### src/rtl/irq_router_pkg.sv
package irq_router_pkg;

  localparam int unsigned BUS_W = 32;

  localparam int unsigned OFS_PEND0 = 'h30;
  localparam int unsigned OFS_MASK0 = 'h34;
  localparam int unsigned OFS_PEND1 = 'h38;
  localparam int unsigned OFS_MASK1 = 'h3C;
  localparam int unsigned OFS_FAST1 = 'h40;

  typedef enum logic [2:0] {
    SEL_NONE,
    SEL_PEND0,
    SEL_MASK0,
    SEL_PEND1,
    SEL_MASK1,
    SEL_FAST1
  } reg_sel_t;

endpackage

### src/rtl/irq_edge_detect.sv
module irq_edge_detect #(
  parameter int N = 32
) (
  input  logic         clk,
  input  logic         rst,
  input  logic [N-1:0] src,
  output logic [N-1:0] src_q,
  output logic [N-1:0] rise
);

  always_ff @(posedge clk) begin
    if (rst) src_q <= '0;
    else     src_q <= src;
  end

  assign rise = src & ~src_q;

endmodule

### src/rtl/irq_flag_bank.sv
module irq_flag_bank #(
  parameter int N = 32
) (
  input  logic         clk,
  input  logic         rst,
  input  logic [N-1:0] set_bits,
  input  logic         clr_we,
  input  logic [N-1:0] clr_bits,
  output logic [N-1:0] flags
);

  logic [N-1:0] clr_eff;

  assign clr_eff = clr_we ? clr_bits : '0;

  // a fresh edge overrides a simultaneous acknowledge
  always_ff @(posedge clk) begin
    if (rst) flags <= '0;
    else     flags <= (flags & ~clr_eff) | set_bits;
  end

endmodule

### src/rtl/irq_bus_regs.sv
module irq_bus_regs
  import irq_router_pkg::*;
#(
  parameter int N          = 32,
  parameter int AW         = 8,
  parameter bit BIG_ENDIAN = 1'b1
) (
  input  logic             clk,
  input  logic             rst,
  input  logic             wr,
  input  logic             rd,
  input  logic [AW-1:0]    addr,
  input  logic [BUS_W-1:0] wdata,
  output logic [BUS_W-1:0] rdata,
  input  logic [N-1:0]     pend0,
  input  logic [N-1:0]     pend1,
  output logic             clr0_we,
  output logic             clr1_we,
  output logic [N-1:0]     clr_bits,
  output logic [N-1:0]     mask0,
  output logic [N-1:0]     mask1,
  output logic [N-1:0]     fast1
);

  localparam int WA = AW - 2;

  logic [BUS_W-1:0] wd_int;
  logic [BUS_W-1:0] rd_int;
  logic [BUS_W-1:0] rd_bus;
  logic [WA-1:0]    waddr;
  reg_sel_t         sel;

  generate
    if (BIG_ENDIAN) begin : g_swap
      assign wd_int = {wdata[7:0], wdata[15:8], wdata[23:16], wdata[31:24]};
      assign rd_bus = {rd_int[7:0], rd_int[15:8], rd_int[23:16], rd_int[31:24]};
    end else begin : g_flat
      assign wd_int = wdata;
      assign rd_bus = rd_int;
    end
  endgenerate

  assign waddr = addr[AW-1:2];

  always_comb begin
    sel = SEL_NONE;
    if      (waddr == WA'(OFS_PEND0 >> 2)) sel = SEL_PEND0;
    else if (waddr == WA'(OFS_MASK0 >> 2)) sel = SEL_MASK0;
    else if (waddr == WA'(OFS_PEND1 >> 2)) sel = SEL_PEND1;
    else if (waddr == WA'(OFS_MASK1 >> 2)) sel = SEL_MASK1;
    else if (waddr == WA'(OFS_FAST1 >> 2)) sel = SEL_FAST1;
  end

  assign clr_bits = wd_int[N-1:0];
  assign clr0_we  = wr && (sel == SEL_PEND0);
  assign clr1_we  = wr && (sel == SEL_PEND1);

  always_ff @(posedge clk) begin
    if (rst) begin
      mask0 <= '0;
      mask1 <= '0;
      fast1 <= '0;
    end else if (wr) begin
      case (sel)
        SEL_MASK0: mask0 <= wd_int[N-1:0];
        SEL_MASK1: mask1 <= wd_int[N-1:0];
        SEL_FAST1: fast1 <= wd_int[N-1:0];
        default: ;
      endcase
    end
  end

  always_comb begin
    case (sel)
      SEL_PEND0: rd_int = BUS_W'(pend0);
      SEL_MASK0: rd_int = BUS_W'(mask0);
      SEL_PEND1: rd_int = BUS_W'(pend1);
      SEL_MASK1: rd_int = BUS_W'(mask1);
      SEL_FAST1: rd_int = BUS_W'(fast1);
      default:   rd_int = '0;
    endcase
  end

  always_ff @(posedge clk) begin
    if (rst)     rdata <= '0;
    else if (rd) rdata <= rd_bus;
  end

endmodule

### src/rtl/irq_router.sv
module irq_router
  import irq_router_pkg::*;
#(
  parameter int N          = 32,
  parameter int AW         = 8,
  parameter bit BIG_ENDIAN = 1'b1
) (
  input  logic             clk,
  input  logic             rst,
  input  logic             bus_wr,
  input  logic             bus_rd,
  input  logic [AW-1:0]    bus_addr,
  input  logic [BUS_W-1:0] bus_wdata,
  output logic [BUS_W-1:0] bus_rdata,
  input  logic [N-1:0]     src_in,
  output logic             cpu0_irq,
  output logic             cpu1_irq,
  output logic             cpu1_fiq
);

  localparam int NCPU = 2;

  logic [N-1:0] src_q;
  logic [N-1:0] rise;
  logic [N-1:0] clr_bits;
  logic [N-1:0] mask0, mask1, fast1;
  logic [N-1:0] pend [NCPU];
  logic [NCPU-1:0] clr_we;

  irq_edge_detect #(.N(N)) u_edge (
    .clk   (clk),
    .rst   (rst),
    .src   (src_in),
    .src_q (src_q),
    .rise  (rise)
  );

  generate
    for (genvar g = 0; g < NCPU; g++) begin : g_bank
      irq_flag_bank #(.N(N)) u_bank (
        .clk      (clk),
        .rst      (rst),
        .set_bits (rise),
        .clr_we   (clr_we[g]),
        .clr_bits (clr_bits),
        .flags    (pend[g])
      );
    end
  endgenerate

  irq_bus_regs #(.N(N), .AW(AW), .BIG_ENDIAN(BIG_ENDIAN)) u_regs (
    .clk      (clk),
    .rst      (rst),
    .wr       (bus_wr),
    .rd       (bus_rd),
    .addr     (bus_addr),
    .wdata    (bus_wdata),
    .rdata    (bus_rdata),
    .pend0    (pend[0]),
    .pend1    (pend[1]),
    .clr0_we  (clr_we[0]),
    .clr1_we  (clr_we[1]),
    .clr_bits (clr_bits),
    .mask0    (mask0),
    .mask1    (mask1),
    .fast1    (fast1)
  );

  always_ff @(posedge clk) begin
    if (rst) begin
      cpu0_irq <= 1'b0;
      cpu1_irq <= 1'b0;
      cpu1_fiq <= 1'b0;
    end else begin
      cpu0_irq <= |(pend[0] & mask0);
      cpu1_irq <= |(pend[1] & mask1);
      cpu1_fiq <= |(pend[1] & fast1);
    end
  end

endmodule

### config.mk
export PLATFORM = sky130hd
export DESIGN_NAME = irq_router
export DESIGN_NICKNAME = d
export VERILOG_FILES = /design/src/rtl/irq_router_pkg.sv /design/src/rtl/irq_edge_detect.sv /design/src/rtl/irq_flag_bank.sv /design/src/rtl/irq_bus_regs.sv /design/src/rtl/irq_router.sv
export SDC_FILE = /design/constraint.sdc
export NUM_CORES = 1
export LEC_CHECK = 0
export BUFFER_PORTS_ARGS = -buffer_cell sky130_fd_sc_hd__buf_2
export CORE_MARGIN = 2
export CORE_UTILIZATION = 53
export CTS_CLUSTER_DIAMETER = 80
export CTS_CLUSTER_SIZE = 12
export DETAILED_ROUTE_END_ITERATION = 7
export PLACE_DENSITY_LB_ADDON = 0.05
export SLEW_MARGIN = 25
export SYNTH_ARGS = -nofsm -noshare
export SYNTH_HDL_FRONTEND = slang
export SYNTH_SLANG_ARGS = --single-unit
### constraint.sdc
create_clock -name clk -period 1.6 [get_ports clk]
set_clock_uncertainty 0.2 [all_clocks]
set_input_delay 0.24 -clock clk [delete_from_list [all_inputs] [get_ports clk]]
set_output_delay 0.24 -clock clk [all_outputs]
set_load 0.05 [all_outputs]
== Word level (Yosys, flattened, before mapping) ==
Cells that the tools add are included.
Storage, ports and cells
  register bits: 227
  bits in latches: 0
  bits in writable memories: 0
  memory bits (read-only): 0
  memories: 0
Cells by class
  add/sub/neg operators: 0
  multipliers: 0
  divide/modulo/power cells: 0
  $lt $le $gt $ge: 0
  eq/ne operators: 10
  shift operators: 0
  mux-type cells: 8
  bitwise gates (word level): 11
  reduce and logical (&&, ||, !) cells: 8
Operators with widths (count)
  $and A32 B32 Y32: 6
  $pmux W32 S5: 1
  $not A32 Y32: 3
  $reduce_or A32 Y1: 3
  $mux W32: 2
  $or A32 B32 Y32: 2
  $eq A6 B4 Y1 const B: 4
  $mux W3: 5
  $eq A3 B2 Y1 const B: 2
  $eq A3 B3 Y1 const B: 2
  $eq A6 B5 Y1 const B: 1
  $reduce_and A2 Y1: 3
  $eq A3 B1 Y1 const B: 1
  $logic_and A1 B1 Y1: 2

== Depth between registers and ports, before layout ==
  depth after elaboration: 12
  depth in mapped cells: 7

== Hierarchy ==
Synthesis repeated with hierarchy kept, for this count alone.
Unflattened totals
  cell total of the unflattened synthesis: 1168
  area total of the unflattened synthesis: 10605.2 um^2
By module, submodules not included
  irq_bus_regs: instances 1, cells each 734, area an instance 6164.7 um^2
  irq_flag_bank: instances 2, cells each 134, area an instance 1416.4 um^2
  irq_edge_detect: instances 1, cells each 99, area an instance 1074.8 um^2
  irq_router: instances 1, cells each 67, area an instance 533.0 um^2

== Least setup slack after synthesis ==
No wires, ideal clock.
  kind: in2reg
  start point: input bus_addr[6]
  end point: register u_regs.rdata[8]
  setup time: 0.152 ns
  arrival time: 1.247 ns
  slack: 0.002 ns
  cell stages on the path: 6
  path buffers: 2
  path through: and4bb_4 -> buf_6 -> buf_4 -> a32o_1 -> a211oi_1 -> a221oi_2
Between the ends
  cells in the longest elaborated chain, start to end: 8
  elaborated cells between the ends (all ways): 16
RTL lines
  from (decl): line irq_router.sv:12  | input logic [AW-1:0] bus_addr,
  $eq A6 B5 Y1: line irq_bus_regs.sv:51  | else if (waddr == WA'(OFS_FAST1 >> 2)) sel = SEL_FAST1;
  $mux W3: line irq_bus_regs.sv:51
  $mux W3: line irq_bus_regs.sv:50  | else if (waddr == WA'(OFS_MASK1 >> 2)) sel = SEL_MASK1;
  $mux W3: line irq_bus_regs.sv:49  | else if (waddr == WA'(OFS_PEND1 >> 2)) sel = SEL_PEND1;
  $mux W3: line irq_bus_regs.sv:48  | else if (waddr == WA'(OFS_MASK0 >> 2)) sel = SEL_MASK0;
  $mux W3 (*): line irq_bus_regs.sv:47  | if (waddr == WA'(OFS_PEND0 >> 2)) sel = SEL_PEND0;
  $eq A3 B3 Y1, or another cell as far along: line irq_bus_regs.sv:74  | case (sel)
  $pmux W32 S5 (*): line irq_bus_regs.sv:74
  to (signal assigned): line irq_bus_regs.sv:86  | else if (rd) rdata <= rd_bus;
  to (decl): line irq_bus_regs.sv:14  | output logic [BUS_W-1:0] rdata,
Mark *: on every way between the ends. The rest lies on a longest branch, timed or not.
A chain may end at the register's enable or synchronous reset.

== Worst setup path after layout ==
  start point: register g_bank[1].u_bank.flags[24]
  end point: register cpu1_irq
Between the ends
  cells in the longest elaborated chain, start to end: 2
RTL lines
  from (decl): line irq_flag_bank.sv:9  | output logic [N-1:0] flags
  from (signal assigned): line irq_flag_bank.sv:19  | else flags <= (flags & ~clr_eff) | set_bits;
  $and A32 B32 Y32: line irq_router.sv:76  | cpu1_irq <= |(pend[1] & mask1);
  $reduce_or A32 Y1: line irq_router.sv:76
  to (signal assigned): line irq_router.sv:76
  to (decl): line irq_router.sv:17  | output logic cpu1_irq,
No other way between the ends.

==> metrics.cfg <==
[outcome]
status=finished, violations left
violations=setup timing

[placed_design]
hpwl_um=23170
numPortBuffers=108
gp_congestion=0.9996

[timing]
worst_slew_pin_slew_ns=0.3556
slew_headroom_pct=75.97
rsz0062_at_grt=yes
hold_violations=0
setup_tns_ns=-0.03745
setup_violations=3
post-route-period-util_pct=101.3
hold_ws_ns=0.1646
min_period_ns=1.620
setup_ws_ns=-0.02028
drv_slew=0
fmax_ghz=0.6172

[setup_path]
cp-start-kind=register
cpPeakStageDelay_ns=0.42
slowest_stage=dfxtp_1
crit_type=register to register
regToRegSetupSlack_ns=-0.02
crit_path_end_kind=register
worstPathMaxFanout=4
arrival_ns=1.83
required_ns=1.81
crit_chain=a22oi_1, nand4_1, nor4_2, buf_4, nor2_1

[clock_network]
cts_buffers=22
cts_tree=yes
clkSinkCount=227
clkTransAtPathRegs_ns=0.06
cts_buffer_depth=3
root_buffer=clkbuf_16
insertion_delay_ns=0.52
htree_levels=1

[detailed_routing]
vias=9510
wl_um=34020
ant_nets=0
vias_per_cell=6.100
drcViolationCount=0
firstDrtPassIters=5
wl_per_cell_um=21.82
dr.first_iter.drc_count=963

[grt]
antenna_found_initial=0
grt_usage_pct=34.27
grt_pass1_vias=8892
busiest_layer=met2
grt_pass1_wl_um=51680
grt_max_degree=59
met1_usage_pct=47.95
grtUsageMet2_pct=52.89
use_met3_pct=6.096
overflow=0

[die]
rows=49
dieWidth_um=138.5
die-area_um2=19190
die_h_um=138.5
io_pins=111
initial_utilization_pct=53.76
core_area_um2=17840

[pwr]
power_density_nw_per_um2=915.0
swShare_pct=24.51
ir_worst_vdd_mv=0.8511
p_int_mw=8.739
power.leakage_nw=4.749
p_sw_mw=2.837
total_power_mw=11.58
seqPwrFrac_pct=52.2
combPwrFrac_pct=8.5
pwr-share-clk_pct=39.3

[job]
maxCapViolCount=0

[synth]
syn_area_per_cell_um2=8.808
yosys-top-cells-area=dfxtp_1 (47%), nand2_1 (8.8%), a21oi_1 (8.3%)
synth_area_um2=9592
synth.top_cell.area_share_pct=47.38
synth_edf_count=0
syn_nets=1165
ys.flop_type=dfxtp_1
synth_seq_cells=227
synthDistinctLibCells=34
ys_async_sr_fraction_pct=0
ys_seq_area_share_pct=47.38
synth_warnings=0
synthCells=1089
synth_top_cell_by_area=dfxtp_1

[cells_and_area]
area_growth_pct=31.89
diodes=0
fillers=1419
drive_gt1_share_pct=25.79
final_nets=1406

[hold_path]
hp-class=input port to register

cells in the mapped netlist, types with 3 or more instances:
cell type,number
and3_1,19
buf_6,6
a221oi_2,47
a21oi_1,160
a221oi_1,7
o21ai_0,45
nand4_1,12
nor4_1,3
buf_4,12
clkbuf_1,38
dfxtp_1,227
nor2b_1,33
nor2_1,4
nor4bb_1,8
nand2b_1,32
inv_1,32
a22oi_1,80
nand3_1,13
nand2_1,226
o21ai_1,19
buf_2,27
and2_1,5
a32o_1,23
routing by layer:
metal | wire length (um) | up-vias | share of wire [%]
met3 | 3251 | 99 | 9.6
met2 | 14950 | 517 | 44
met1 | 14360 | 4518 | 42
li1 | - | 4376 | -
met5 | 0 | - | 0
met4 | 1460 | 0 | 4.3
cells in the final DEF (no fill, tap or decap), types with 33 or more instances in the layout:
cell,count
o21ai_0,45
buf_2,81
a22oi_1,62
nand2_1,226
nor2b_1,33
buf_4,123
dlygate4sd3_1,69
a21oi_1,160
dfxtp_1,219
a221oi_2,49
critical path, delay by kind of cell, from the launching register on:
family	cells	cell delay, ns
simple gates	3	0.51
flops	1	0.42
compound gates	1	0.23
buf+inv	1	0.16
power by group through the flow:
stage	Sequential [mW]	Clock [mW]	Combinational (mW)
after global placement	6.14	0	0.808
after CTS	6.02	4.57	0.954
final	6.04	4.55	0.980
after detailed placement	6.14	0	0.820
after global routing	6.05	4.76	1.05
after floorplan	6.05	0	0.397
path summary, 6_finish.rpt:
check | end | cells past startpoint | startpoint
max | cpu1_irq | 5 | g_bank[1].u_bank.flags[24]
min reg2reg | u_regs.mask0[17] | 2 | u_regs.mask0[17]
max reg2reg | cpu1_irq | 5 | g_bank[1].u_bank.flags[24]
min | u_regs.fast1[26] | 6 | bus_addr[3]
layout make-up:
type	instances	area [um^2]	area share, %
clock inverter	1	16.27	0.1286
multi-input combinational	745	4614	36.48
inverter	33	123.9	0.9791
timing repair buffer	301	2499	19.75
sequential	227	4557	36.02
clock buffer	23	554.3	4.381
tap	229	286.5	2.265
what timing repair did:
action	CTS	global route
setup endpoints to repair	23	16
gates resized for setup	28	38
hold buffers	69	0
endpoints found under the hold margin	199	0
buffers inserted	0	1
pin swaps	0	8
kinds of logic (layout without fill, tap and decap cells):
| group | after synthesis | count (layout) | synth area share [%] |
|---|---|---|---|
| buf+inv | 117 | 358 | 5.909 |
| compound gates | 383 | 383 | 28.59 |
| simple gates | 362 | 362 | 18.12 |
| flops | 227 | 227 | 47.38 |
registers in the layout, summed over array words and instances, names as in the netlist:
| register | cells |
|---|---|
| cpu1_irq | 1 |
| u_regs.rdata | 32 |
| u_regs.mask0 | 32 |
| u_edge.src_q | 32 |
| u_regs.mask1 | 32 |
| u_regs.fast1 | 32 |
| cpu0_irq | 1 |
| cpu1_fiq | 1 |
| g_bank.u_bank.flags | 64 |
through the flow:
| stage | instances | worst slack, ns | cell area (um^2) | utilization, % |
|---|---|---|---|---|
| 3_5_place_dp | 1465 | -0.2854 | 11160 | 62.53 |
| 2_1_floorplan | 1089 | 0.001713 | 9592 | - |
| 3_3_place_gp | 1465 | -0.2911 | 11160 | 62.53 |
| 5_1_grt | 1559 | -0.08247 | 12650 | 70.91 |
| 4_1_cts | 1558 | 0.0009355 | 12510 | 70.10 |
| 6_report | 1559 | -0.02028 | 12650 | 70.91 |
No activity file was read; power rests on OpenSTA's default activity.
